## config.mk

```make
export PLATFORM = sky130hd
export DESIGN_NAME = alu8_flags
export DESIGN_NICKNAME = d
export VERILOG_FILES = /design/src/rtl/alu8_pkg.sv /design/src/rtl/alu8_arith.sv /design/src/rtl/alu8_logic.sv /design/src/rtl/alu8_flags.sv
export SDC_FILE = /design/constraint.sdc
export NUM_CORES = 1
export LEC_CHECK = 0
export BUFFER_PORTS_ARGS = -buffer_cell sky130_fd_sc_hd__buf_2
export CAP_MARGIN = 20
export CORE_ASPECT_RATIO = 1.5
export CORE_MARGIN = 1.5
export CORE_UTILIZATION = 42
export DETAILED_ROUTE_END_ITERATION = 12
export GPL_TIMING_DRIVEN = 0
export PLACE_DENSITY = 0.66
export SYNTH_ARGS = -nofsm -noshare
export SYNTH_HDL_FRONTEND = slang
export SYNTH_SLANG_ARGS = --single-unit
```

## constraint.sdc

```tcl
create_clock -name vclk -period 5.75
set_input_delay 1.15 -clock vclk [all_inputs]
set_output_delay 1.15 -clock vclk [all_outputs]
set_load 0.005 [all_outputs]
```

## src/rtl/alu8_pkg.sv

```systemverilog
`timescale 1ns/10ps
package alu8_pkg;

    localparam int DATA_W = 8;
    localparam int FLAG_W = 6;

    typedef enum logic [3:0] {
        OP_ADD = 4'd0,
        OP_ADC = 4'd1,
        OP_SUB = 4'd2,
        OP_SBC = 4'd3,
        OP_CMP = 4'd4,
        OP_NEG = 4'd5,
        OP_AND = 4'd6,
        OP_OR  = 4'd7,
        OP_XOR = 4'd8,
        OP_INC = 4'd9,
        OP_DEC = 4'd10
    } alu_op_e;

    typedef enum logic [1:0] {
        LG_AND = 2'd0,
        LG_OR  = 2'd1,
        LG_XOR = 2'd2
    } logic_kind_e;

    // Bit order: sign, zero, half, parity/overflow, subtract marker, carry
    typedef struct packed {
        logic sgn;
        logic zro;
        logic hlf;
        logic pov;
        logic sub;
        logic cry;
    } alu_flags_t;

    typedef struct packed {
        logic [DATA_W-1:0] x;
        logic [DATA_W-1:0] y;
        logic              sub;
        logic              cin;
    } arith_req_t;

    function automatic logic is_arith(input logic [3:0] code);
        return (code <= 4'd5) || (code == 4'd9) || (code == 4'd10);
    endfunction

    function automatic logic is_logic(input logic [3:0] code);
        return (code >= 4'd6) && (code <= 4'd8);
    endfunction

    function automatic logic is_step(input logic [3:0] code);
        return (code == 4'd9) || (code == 4'd10);
    endfunction

endpackage

```

## src/rtl/alu8_arith.sv

```systemverilog
`timescale 1ns/10ps
module alu8_arith #(
    parameter int DATA_W = 8,
    parameter int NIB_W  = 4
) (
    input  logic [DATA_W-1:0] x,
    input  logic [DATA_W-1:0] y,
    input  logic              sub,
    input  logic              cin,
    output logic [DATA_W-1:0] res,
    output logic              cry,
    output logic              hlf,
    output logic              ovf
);
    localparam int MSB = DATA_W - 1;

    logic [DATA_W-1:0] y_eff;
    logic              c_eff;
    logic [DATA_W:0]   full_sum;
    logic [NIB_W:0]    low_sum;

    always_comb begin
        y_eff    = sub ? ~y : y;
        c_eff    = sub ? ~cin : cin;
        full_sum = {1'b0, x} + {1'b0, y_eff} + {{DATA_W{1'b0}}, c_eff};
        low_sum  = {1'b0, x[NIB_W-1:0]} + {1'b0, y_eff[NIB_W-1:0]}
                 + {{NIB_W{1'b0}}, c_eff};
        res      = full_sum[DATA_W-1:0];
        // a subtraction borrows when the inverted-operand sum does not carry
        cry      = full_sum[DATA_W] ^ sub;
        hlf      = low_sum[NIB_W] ^ sub;
        ovf      = (x[MSB] == y_eff[MSB]) && (res[MSB] != x[MSB]);
    end
endmodule

```

## src/rtl/alu8_logic.sv

```systemverilog
`timescale 1ns/10ps
module alu8_logic
    import alu8_pkg::*;
#(
    parameter int DATA_W = 8
) (
    input  logic_kind_e       kind,
    input  logic [DATA_W-1:0] x,
    input  logic [DATA_W-1:0] y,
    output logic [DATA_W-1:0] res,
    output logic              even
);
    always_comb begin
        unique case (kind)
            LG_AND:  res = x & y;
            LG_OR:   res = x | y;
            default: res = x ^ y;
        endcase
        even = ~(^res);
    end
endmodule

```

## src/rtl/alu8_flags.sv

```systemverilog
`timescale 1ns/10ps
module alu8_flags
    import alu8_pkg::*;
(
    input  logic [3:0] op,
    input  logic [7:0] a,
    input  logic [7:0] b,
    input  logic [5:0] flags_in,
    output logic [7:0] result,
    output logic [5:0] flags_out
);
    localparam int NIB_W = DATA_W / 2;

    alu_flags_t        fin;
    alu_flags_t        fout;
    arith_req_t        areq;
    logic_kind_e       lkind;
    logic [DATA_W-1:0] ares;
    logic [DATA_W-1:0] lres;
    logic              a_cry;
    logic              a_hlf;
    logic              a_ovf;
    logic              l_even;

    assign fin = alu_flags_t'(flags_in);

    // operand steering for the shared adder
    always_comb begin
        areq = '{x: a, y: b, sub: 1'b0, cin: 1'b0};
        case (op)
            OP_ADC: areq.cin = fin.cry;
            OP_SUB: areq.sub = 1'b1;
            OP_SBC: begin
                areq.sub = 1'b1;
                areq.cin = fin.cry;
            end
            OP_CMP: areq.sub = 1'b1;
            OP_NEG: areq = '{x: '0, y: a, sub: 1'b1, cin: 1'b0};
            OP_INC: areq.y = DATA_W'(1);
            OP_DEC: begin
                areq.y   = DATA_W'(1);
                areq.sub = 1'b1;
            end
            default: ;
        endcase
    end

    always_comb begin
        case (op)
            OP_AND:  lkind = LG_AND;
            OP_OR:   lkind = LG_OR;
            default: lkind = LG_XOR;
        endcase
    end

    alu8_arith #(.DATA_W(DATA_W), .NIB_W(NIB_W)) u_arith (
        .x   (areq.x),
        .y   (areq.y),
        .sub (areq.sub),
        .cin (areq.cin),
        .res (ares),
        .cry (a_cry),
        .hlf (a_hlf),
        .ovf (a_ovf)
    );

    alu8_logic #(.DATA_W(DATA_W)) u_logic (
        .kind (lkind),
        .x    (a),
        .y    (b),
        .res  (lres),
        .even (l_even)
    );

    // result and flag assembly
    always_comb begin
        result = a;
        fout   = fin;
        if (is_arith(op)) begin
            result   = (op == OP_CMP) ? a : ares;
            fout.sgn = ares[DATA_W-1];
            fout.zro = (ares == '0);
            fout.hlf = a_hlf;
            fout.pov = a_ovf;
            fout.sub = areq.sub;
            fout.cry = is_step(op) ? fin.cry : a_cry;
        end else if (is_logic(op)) begin
            result   = lres;
            fout.sgn = lres[DATA_W-1];
            fout.zro = (lres == '0);
            fout.hlf = (op == OP_AND);
            fout.pov = l_even;
            fout.sub = 1'b0;
            fout.cry = 1'b0;
        end
    end

    assign flags_out = fout;
endmodule

```

==> results of run 1 <==
## cell usage after synthesis, types with 2 or more instances
master and count:
and3_1 2, fa_1 2, mux2i_1 15, xnor2_1 5, nor2b_1 2, ha_1 27
clkbuf_1 6, nand2_1 27, o31ai_1 2, buf_4 2, a211oi_1 11, a31oi_1 8
buf_2 7, a221o_1 3, nand3_1 2, nand2b_1 6, xor2_1 5, a22oi_1 3
buf_1 2, a21oi_2 2, inv_2 2, o21ai_0 5, nand4_1 3, nor2_1 27
o21ai_1 3, a21oi_1 31, o221ai_1 6, o22ai_1 7, inv_1 24
## final timing paths
check  cells past startpoint           end  slack [ns]
max                       16  flags_out[0]        0.30
min                        4  flags_out[2]        2.58
## layout by cell type (no fill, tap or decap), types with 7 or more instances in the layout
| cell type | netlist | final |
|---|---|---|
| o22ai_1 | 7 | 7 |
| nand2_1 | 27 | 27 |
| nor2_1 | 27 | 27 |
| ha_1 | 27 | 27 |
| inv_1 | 24 | 24 |
| a21oi_1 | 31 | 31 |
| a211oi_1 | 11 | 11 |
| buf_2 | 7 | 46 |
| mux2i_1 | 15 | 15 |
| a31oi_1 | 8 | 8 |
## metal layers
layer  share of wire, %  wire length [um]
met1                 44              2350
met2                 50              2650
met3                3.3               172
met4                2.4               127
met5                  0                 0
## cells by family after synthesis
kind of cell               Yosys count  synth area share (%)
and+or+nand+nor                     77                  20.8
adders and majority gates           29                  21.4
xor gates and xnor gates            10                  4.97
muxes                               15                  8.52
AOI/OAI and AO/OA                   90                  33.5
buffers and inverters               44                  10.7
## final cells by class
| class | instances | area share (%) |
|---|---|---|
| Multi-Input combinational cell | 221 | 78.2 |
| Inverter | 26 | 4.83 |
| Tap cell | 45 | 2.78 |
| Buffer | 17 | 4.33 |
| Timing Repair Buffer | 40 | 9.90 |
## power by group
group / total [mW] / switching (mW) / internal (mW)
clock: 0 / 0 / 0
combinational: 0.235 / 0.132 / 0.103
sequential: 0 / 0 / 0
## critical path, delay by kind of cell
family | cells | cell delay (ns)
compound gates | 7 | 1.55
buf+inv | 4 | 0.74
fa+ha+maj | 1 | 0.32
simple gates | 3 | 0.31
mux | 1 | 0.21
## through the flow
stage	cell area (um2)	std cells	power, mW	setup WS, ns	hold slack (ns)
4_1_cts	2020	350	0.234	0.194	2.59
6_report	2020	349	0.235	0.305	2.58
2_1_floorplan	1760	265	0.162	0.879	2.40
5_1_grt	2020	349	0.265	0.0488	2.62
3_3_place_gp	2020	350	0.231	0.202	2.59
3_5_place_dp	2020	350	0.233	0.181	2.59
## repair_timing
action / in CTS / in global routing
gates resized for setup: 0 / 3
buffers inserted: 0 / 0
setup endpoints to repair: 0 / 2
==> flow_summary.yaml, run 1 <==
run_status:
  status: "finished, final reports clean"
critical_path:
  endpoint_kind: "primary output"
  cp.required_ns: 4.60
  critical_path_arrival_ns: 4.30
  cp_common_cell: "buf_2"
  critPathSlowestCell: "a211oi_1"
  crit_start: "op[0]"
  critPathMaxFanout: 19
  cp-start-kind: "input port"
  slowest_delay_ns: 0.44
  cp_cell_sequence: "buf_2 -> buf_2 -> buf_4 -> mux2i_1 -> o22ai_1 -> a211oi_1 -> a21oi_1 -> a31oi_1 -> ha_1 -> a21oi_1 -> nor2b_1 -> o211a_1 -> a211oi_1 -> or4_1 -> nand3_1 -> buf_2"
  worstSetupPathType: "input port to primary output"
timing:
  fmaxAchievable_mhz: 184
  rsz0062_at_grt: "no"
  finalCriticalPeriod_ns: 5.45
  setup_tns_ns: 0
  finalCritPeriodShare_pct: 94.7
  slew_violations: 0
  finalSetupViolations: 0
  worst_slew_margin_rel_pct: 46.8
  worst_slew_pin_slew_ns: 0.794
  hold_violations: 0
placed_design:
  dp_hpwl_um: 4380
  port_buffers: 40
  gp_congestion: 0.935
floorplanning:
  die_h_um: 82.3
  die-area_um2: 4600
  die_w_um: 55.9
  ioPinCount: 40
  core_um2: 3990
  initial_core_util_pct: 44.1
  num_rows: 28
synth:
  netlist_top_cells_area: "ha_1, a21oi_1, mux2i_1"
  synthesis.area_um2: 1760
  syn_avg_cell_area_um2: 6.65
  synth_largest_area_cell: "ha_1"
  yosysWarnings: 0
  syn_inst: 265
  yosysTopAreaCellShare_pct: 19.2
  synth.distinct_cells: 47
  seq_area_frac_synth_pct: 0
  syn_nets: 320
pwr:
  p_leak_nw: 1.02
  p_per_area_nw_per_um2: 116
  ir_drop_uv: 72.8
grt:
  grt-busiest-layer: "met2"
  grt_usage_pct: 23.4
  grt_antenna_before_repair: 0
  grt_pass1_wl_um: 8910
  grt_use_met2_pct: 44.0
  grtUsageMet3_pct: 1.09
  gr-total-overflow: 0
  grt_max_degree: 11
  grt_pass1_vias: 1894
  met1_usage_pct: 29.3
route:
  dr.pass1.iters: 4
  routedWlPerCell_um: 15.2
  vias_per_cell: 5.89
  finalWirelength_um: 5290
  drc: 0
  dr_total_vias: 2054
  detail-route-antenna-nets: 0
  drt_iter0_markers: 69
final_layout:
  fin_nets: 361
  final_util_pct: 50.6
  multi_input_area_um2: 1580
  clock_buffers: 0
  fillCellCount: 457
  ff_latch_area_um2: 0
  design.seq.count: 0
  area_growth_pct: 14.8
  num_antenna_cells: 0
  drive_above_1_share_pct: 19.7
job:
  drv_cap: 0
cts:
  hold_buffers: 0
hold_path:
  hold_start: "flags_in[2]"
  hold_class: "input port to primary output"
Power figures use the tool's default switching activity.
==> inputs of run 2 (changes only) <==
==> constraint.sdc (replaced) <==
create_clock -name vclk -period 5.75
set_input_delay 0.8625 -clock vclk [all_inputs]
set_output_delay 0.8625 -clock vclk [all_outputs]
set_load 0.005 [all_outputs]
==> run 2 against run 1 <==
Sequential share of layout area unchanged; non-clock buffer count up 1; final area down 0.19%; largest power group unchanged; final cell count up 0.29%; power down 0.26%; maximum frequency up 9.3%; global-route usage unchanged; via count down 0.24%; combinational power about the same; critical endpoint is now flags_out[4]; critical path depth unchanged.
==> flow_summary.yaml, run 2 (synthesized netlist as in run 1, its figures left out) <==
route:
  dr_total_vias: 2049
  drc: 0
  vias_per_cell: 5.85
  drt-met1-wl_um: 2380
  route.met2.wl_um: 2620
  routedWlPerCell_um: 15.2
  detail-route-antenna-nets: 0
  drt_iter0_markers: 74
  dr.pass1.iters: 4
  finalWirelength_um: 5310
  top_layer_used: "met4"
  met3RoutedLength_um: 158
critical_path:
  worstSetupPathType: "input port to primary output"
  cp.required_ns: 4.89
  critPathMaxFanout: 10
  critical_path_arrival_ns: 4.12
  cp-start-kind: "input port"
  crit_start: "op[0]"
  endpoint_kind: "primary output"
pwr:
  p_per_area_nw_per_um2: 116
  p_sw_uw: 132
  switching_share_pct: 56.3
  combPwrFrac_pct: 100.0
  pwr-share-seq_pct: 0
  ir_drop_uv: 72.3
  pwr-share-clk_pct: 0
  p_int_uw: 103
  p_leak_nw: 1.02
grt:
  grt_pass1_vias: 1894
  grt_max_degree: 11
  gr-total-overflow: 0
  grt_antenna_before_repair: 0
  grt_pass1_wl_um: 8910
  grt_usage_pct: 23.4
placed_design:
  dp_slack_ns: 0.756
  placedInstanceArea_um2: 2020
  port_buffers: 40
  gp_congestion: 0.935
  dp_hpwl_um: 4380
run_status:
  status: "finished, final reports clean"
floorplanning:
  die_w_um: 55.9
  num_rows: 28
  ioPinCount: 40
  die-area_um2: 4600
  core_um2: 3990
  initial_core_util_pct: 44.1
  die_h_um: 82.3
final_layout:
  ff_latch_area_um2: 0
  drive_above_1_share_pct: 19.3
  design.seq.count: 0
  num_antenna_cells: 0
  fin_nets: 362
  mostFrequentLayoutCell: "buf_2"
  clock_buffers: 0
  area_growth_pct: 14.6
  final_cell_area_um2: 2020
  final_util_pct: 50.5
  final_cell_mix: "buf_2, a21oi_1, nor2_1, nand2_1, ha_1"
cts:
  hold_buffers: 0
  cts_post_setup_buffers_inserted: 0
  ctsResizeCount: 0
hold_path:
  hold_class: "input port to primary output"
  hold_depth: 4
  hold_start: "flags_in[2]"
timing:
  finalCriticalPeriod_ns: 4.98
  finalCritPeriodShare_pct: 86.6
  worst_slew_pin_slew_ns: 0.790
  fin_ws_ns: 0.768
  worst_slew_margin_rel_pct: 47.1
  rsz0062_at_grt: "no"
  slew_violations: 0
  fmaxAchievable_mhz: 201
  finalSetupViolations: 0
  setup_tns_ns: 0
  hold_violations: 0
job:
  drv_cap: 0
run 2: metal layers:
layer	GRT usage, %	vias to the layer above
li1	-	1041
met1	29.3	950
met2	44.0	48
met3	1.09	10
met4	5.95	0
met5	0	-
run 2: final cells by class:
| class | instances | area, um2 |
|---|---|---|
| multi-input combinational | 221 | 1570 |
| buffer | 18 | 91.3 |
| inverter | 26 | 97.6 |
| timing repair buffer | 40 | 200 |
| tap | 45 | 56.3 |
| fill | 457 | 1980 |
run 2: power by group through the flow:
stage          Clock (mW)  Sequential [mW]  Combinational [mW]
2_1_floorplan           0                0               0.162
4_1_cts                 0                0               0.234
3_5_place_dp            0                0               0.233
5_1_grt                 0                0               0.265
6_report                0                0               0.235
3_3_place_gp            0                0               0.231
run 2: path summary, 6_finish.rpt:
path              slack, ns            to
setup / recovery       0.77  flags_out[4]
hold / removal         2.01  flags_out[2]
run 2: worst max-delay path, cell delays in order:
cell	delay, ns
buf_2	0.09
buf_2	0.22
buf_4	0.25
buf_2	0.25
a21oi_1	0.09
o32ai_1	0.39
fa_1	0.29
inv_1	0.06
fa_1	0.40
nor2b_1	0.17
o21ai_1	0.08
nand2b_1	0.17
xnor2_1	0.18
nand4_1	0.20
o31ai_1	0.26
buf_2	0.16
run 2: through the flow:
stage	cells	hold WS, ns	power (mW)
finish	350	2.01	0.235
floorplan	265	1.82	0.162
detailed placement	350	2.01	0.233
CTS	350	2.01	0.234
global placement	350	2.01	0.231
global route	350	2.04	0.265
==> inputs of run 3 (changes only) <==
Settings changed: ABC_AREA set to 1, CAP_MARGIN 20 to 10.
Clock period 5.75 ns to 4.8 ns, I/O delays scaled along.
==> run 3 against run 2 <==
Synthesized area fell by 5.5%; critical endpoint unchanged; final area fell by 5.0%; hold slack got worse by 0.31 ns; power rose by 23%; sequential share of layout area did not move; largest power group unchanged.
==> flow_summary.yaml, run 3 <==
timing:
  fmaxAchievable_mhz: 237
  setup_tns_ns: 0
  hold_ws_ns: 1.70
  finalCritPeriodShare_pct: 88.0
  slew_violations: 0
  finalCriticalPeriod_ns: 4.22
  worst_slew_pin_slew_ns: 0.505
  hold_violations: 0
  rsz0062_at_grt: "no"
  fin_ws_ns: 0.577
  finalSetupViolations: 0
  worst_slew_margin_rel_pct: 66.2
placed_design:
  gp_congestion: 0.862
  port_buffers: 40
  dp_slack_ns: 0.602
  dpl.cell_count: 393
  dp_hpwl_um: 3900
final_layout:
  final_cell_mix: "nand2_1, inv_1, buf_2, ha_1, nor2_1"
  num_antenna_cells: 0
  ff_latch_area_um2: 0
  design.seq.count: 0
  final_cells: 393
  final_util_pct: 51.6
  area_growth_pct: 15.3
  clock_buffers: 0
  drive_above_1_share_pct: 18.0
  mostFrequentLayoutCell: "nand2_1"
  fin_nets: 407
critical_path:
  critical_path_arrival_ns: 3.50
  worstSetupPathType: "input port to primary output"
  cp.required_ns: 4.08
  critPathMaxFanout: 10
  cp-start-kind: "input port"
  endpoint_kind: "primary output"
pwr:
  switching_share_pct: 57.8
  p_int_uw: 122
  pwr-share-clk_pct: 0
  p_sw_uw: 167
  p_per_area_nw_per_um2: 151
  ir_drop_uv: 76.4
  combPwrFrac_pct: 100.0
  p_leak_nw: 1.18
  pwr-share-seq_pct: 0
synth:
  syn_inst: 310
  synthesis.area_um2: 1660
  yosysTopAreaCellShare_pct: 25.3
  synth.most_common_cell: "nand2_1"
  netlist_top_cells_area: "nand2_1, ha_1, inv_1"
  seq_area_frac_synth_pct: 0
  yosysWarnings: 0
  syn_avg_cell_area_um2: 5.37
  synth.top_cells.by_count: "nand2_1, inv_1, ha_1"
  synth.distinct_cells: 26
  synth_largest_area_cell: "nand2_1"
  syn_nets: 365
grt:
  grt_pass1_vias: 1747
  grt_pass1_wl_um: 7620
  grt_usage_pct: 22.8
  grt_max_degree: 11
  gr-total-overflow: 0
  grt_antenna_before_repair: 0
floorplanning:
  die-area_um2: 4360
  ioPinCount: 40
  die_w_um: 54.4
  num_rows: 27
  initial_core_util_pct: 44.8
  core_um2: 3720
  die_h_um: 80.1
route:
  detail-route-antenna-nets: 0
  drc: 0
  routedWlPerCell_um: 11.7
  drt_iter0_markers: 39
  finalWirelength_um: 4590
  dr_total_vias: 1974
  dr.pass1.iters: 4
  vias_per_cell: 5.02
hold_path:
  hold_class: "input port to primary output"
cts:
  hold_buffers: 0
  ctsResizeCount: 0
  cts_post_setup_buffers_inserted: 0
run_status:
  status: "finished, final reports clean"
job:
  drv_cap: 0
==> run 3: changes by cell type in the layout (fill, tap and decap cells not counted), moves of 6 or more <==
cell      change
nand3_1      +19
a21oi_1      -25
a211oi_1     -11
nand2b_1      -6
inv_1        +31
a31oi_1       -8
o221ai_1      -6
mux2i_1      -15
clkbuf_1      -6
nand2_1      +85
==> run 3: worst max-delay path, cell delays in order <==
cell     delay (ns)
buf_2          0.13
inv_1          0.08
nor2_2         0.15
nand2_2        0.20
nand2_2        0.23
nor2_1         0.06
nor2_1         0.11
xor2_1         0.21
fa_1           0.24
inv_1          0.06
fa_1           0.39
inv_1          0.09
nand3_1        0.13
nand2_1        0.14
nand2_1        0.08
nand2_1        0.06
nand2_1        0.05
nand2_1        0.08
nor2_1         0.05
nand2_1        0.06
nand2_1        0.04
buf_2          0.12
==> run 3: final cells by class <==
cell class	instances	area [um2]
buffer	3	21.3
fill	448	1800
tap	43	53.8
inverter	57	214
timing repair buffer	40	200
multi-input combinational	250	1430
==> run 3: logic make-up (layout without fill, tap and decap cells) <==
logic type | Yosys count | in the layout | synth area share (%)
xor gates and xnor gates | 8 | 8 | 4.21
and+or+nand+nor | 184 | 184 | 48.3
AOI/OAI and AO/OA | 29 | 29 | 10.7
buffers and inverters | 60 | 100 | 14.1
adders and majority gates | 29 | 29 | 22.7
==> run 3: metrics by stage <==
stage	total power, mW	cell area [um2]
after floorplan	0.208	1660
after global placement	0.286	1920
after detailed placement	0.291	1920
after CTS	0.292	1920
after global routing	0.336	1920
final	0.289	1920
==> run 3: worst paths after layout <==
path,start,to,slack [ns],depth (start not counted)
worst max-delay path,op[0],flags_out[4],0.58,22
worst min-delay path,flags_in[1],flags_out[1],1.70,4
==> run 3: routing by layer <==
metal	GRT usage, %	share of wire [%]	vias to the layer above
met1	27.6	45	880
met4	3.25	1.3	0
met3	0	2.1	6
met5	0	0	-
met2	43.7	52	34
li1	-	-	1054
==> run 3: power groups by stage <==
stage / Clock [mW] / Combinational [mW] / Sequential (mW)
after floorplan: 0 / 0.208 / 0
after global placement: 0 / 0.286 / 0
after detailed placement: 0 / 0.291 / 0
after CTS: 0 / 0.292 / 0
after global routing: 0 / 0.336 / 0
final: 0 / 0.289 / 0
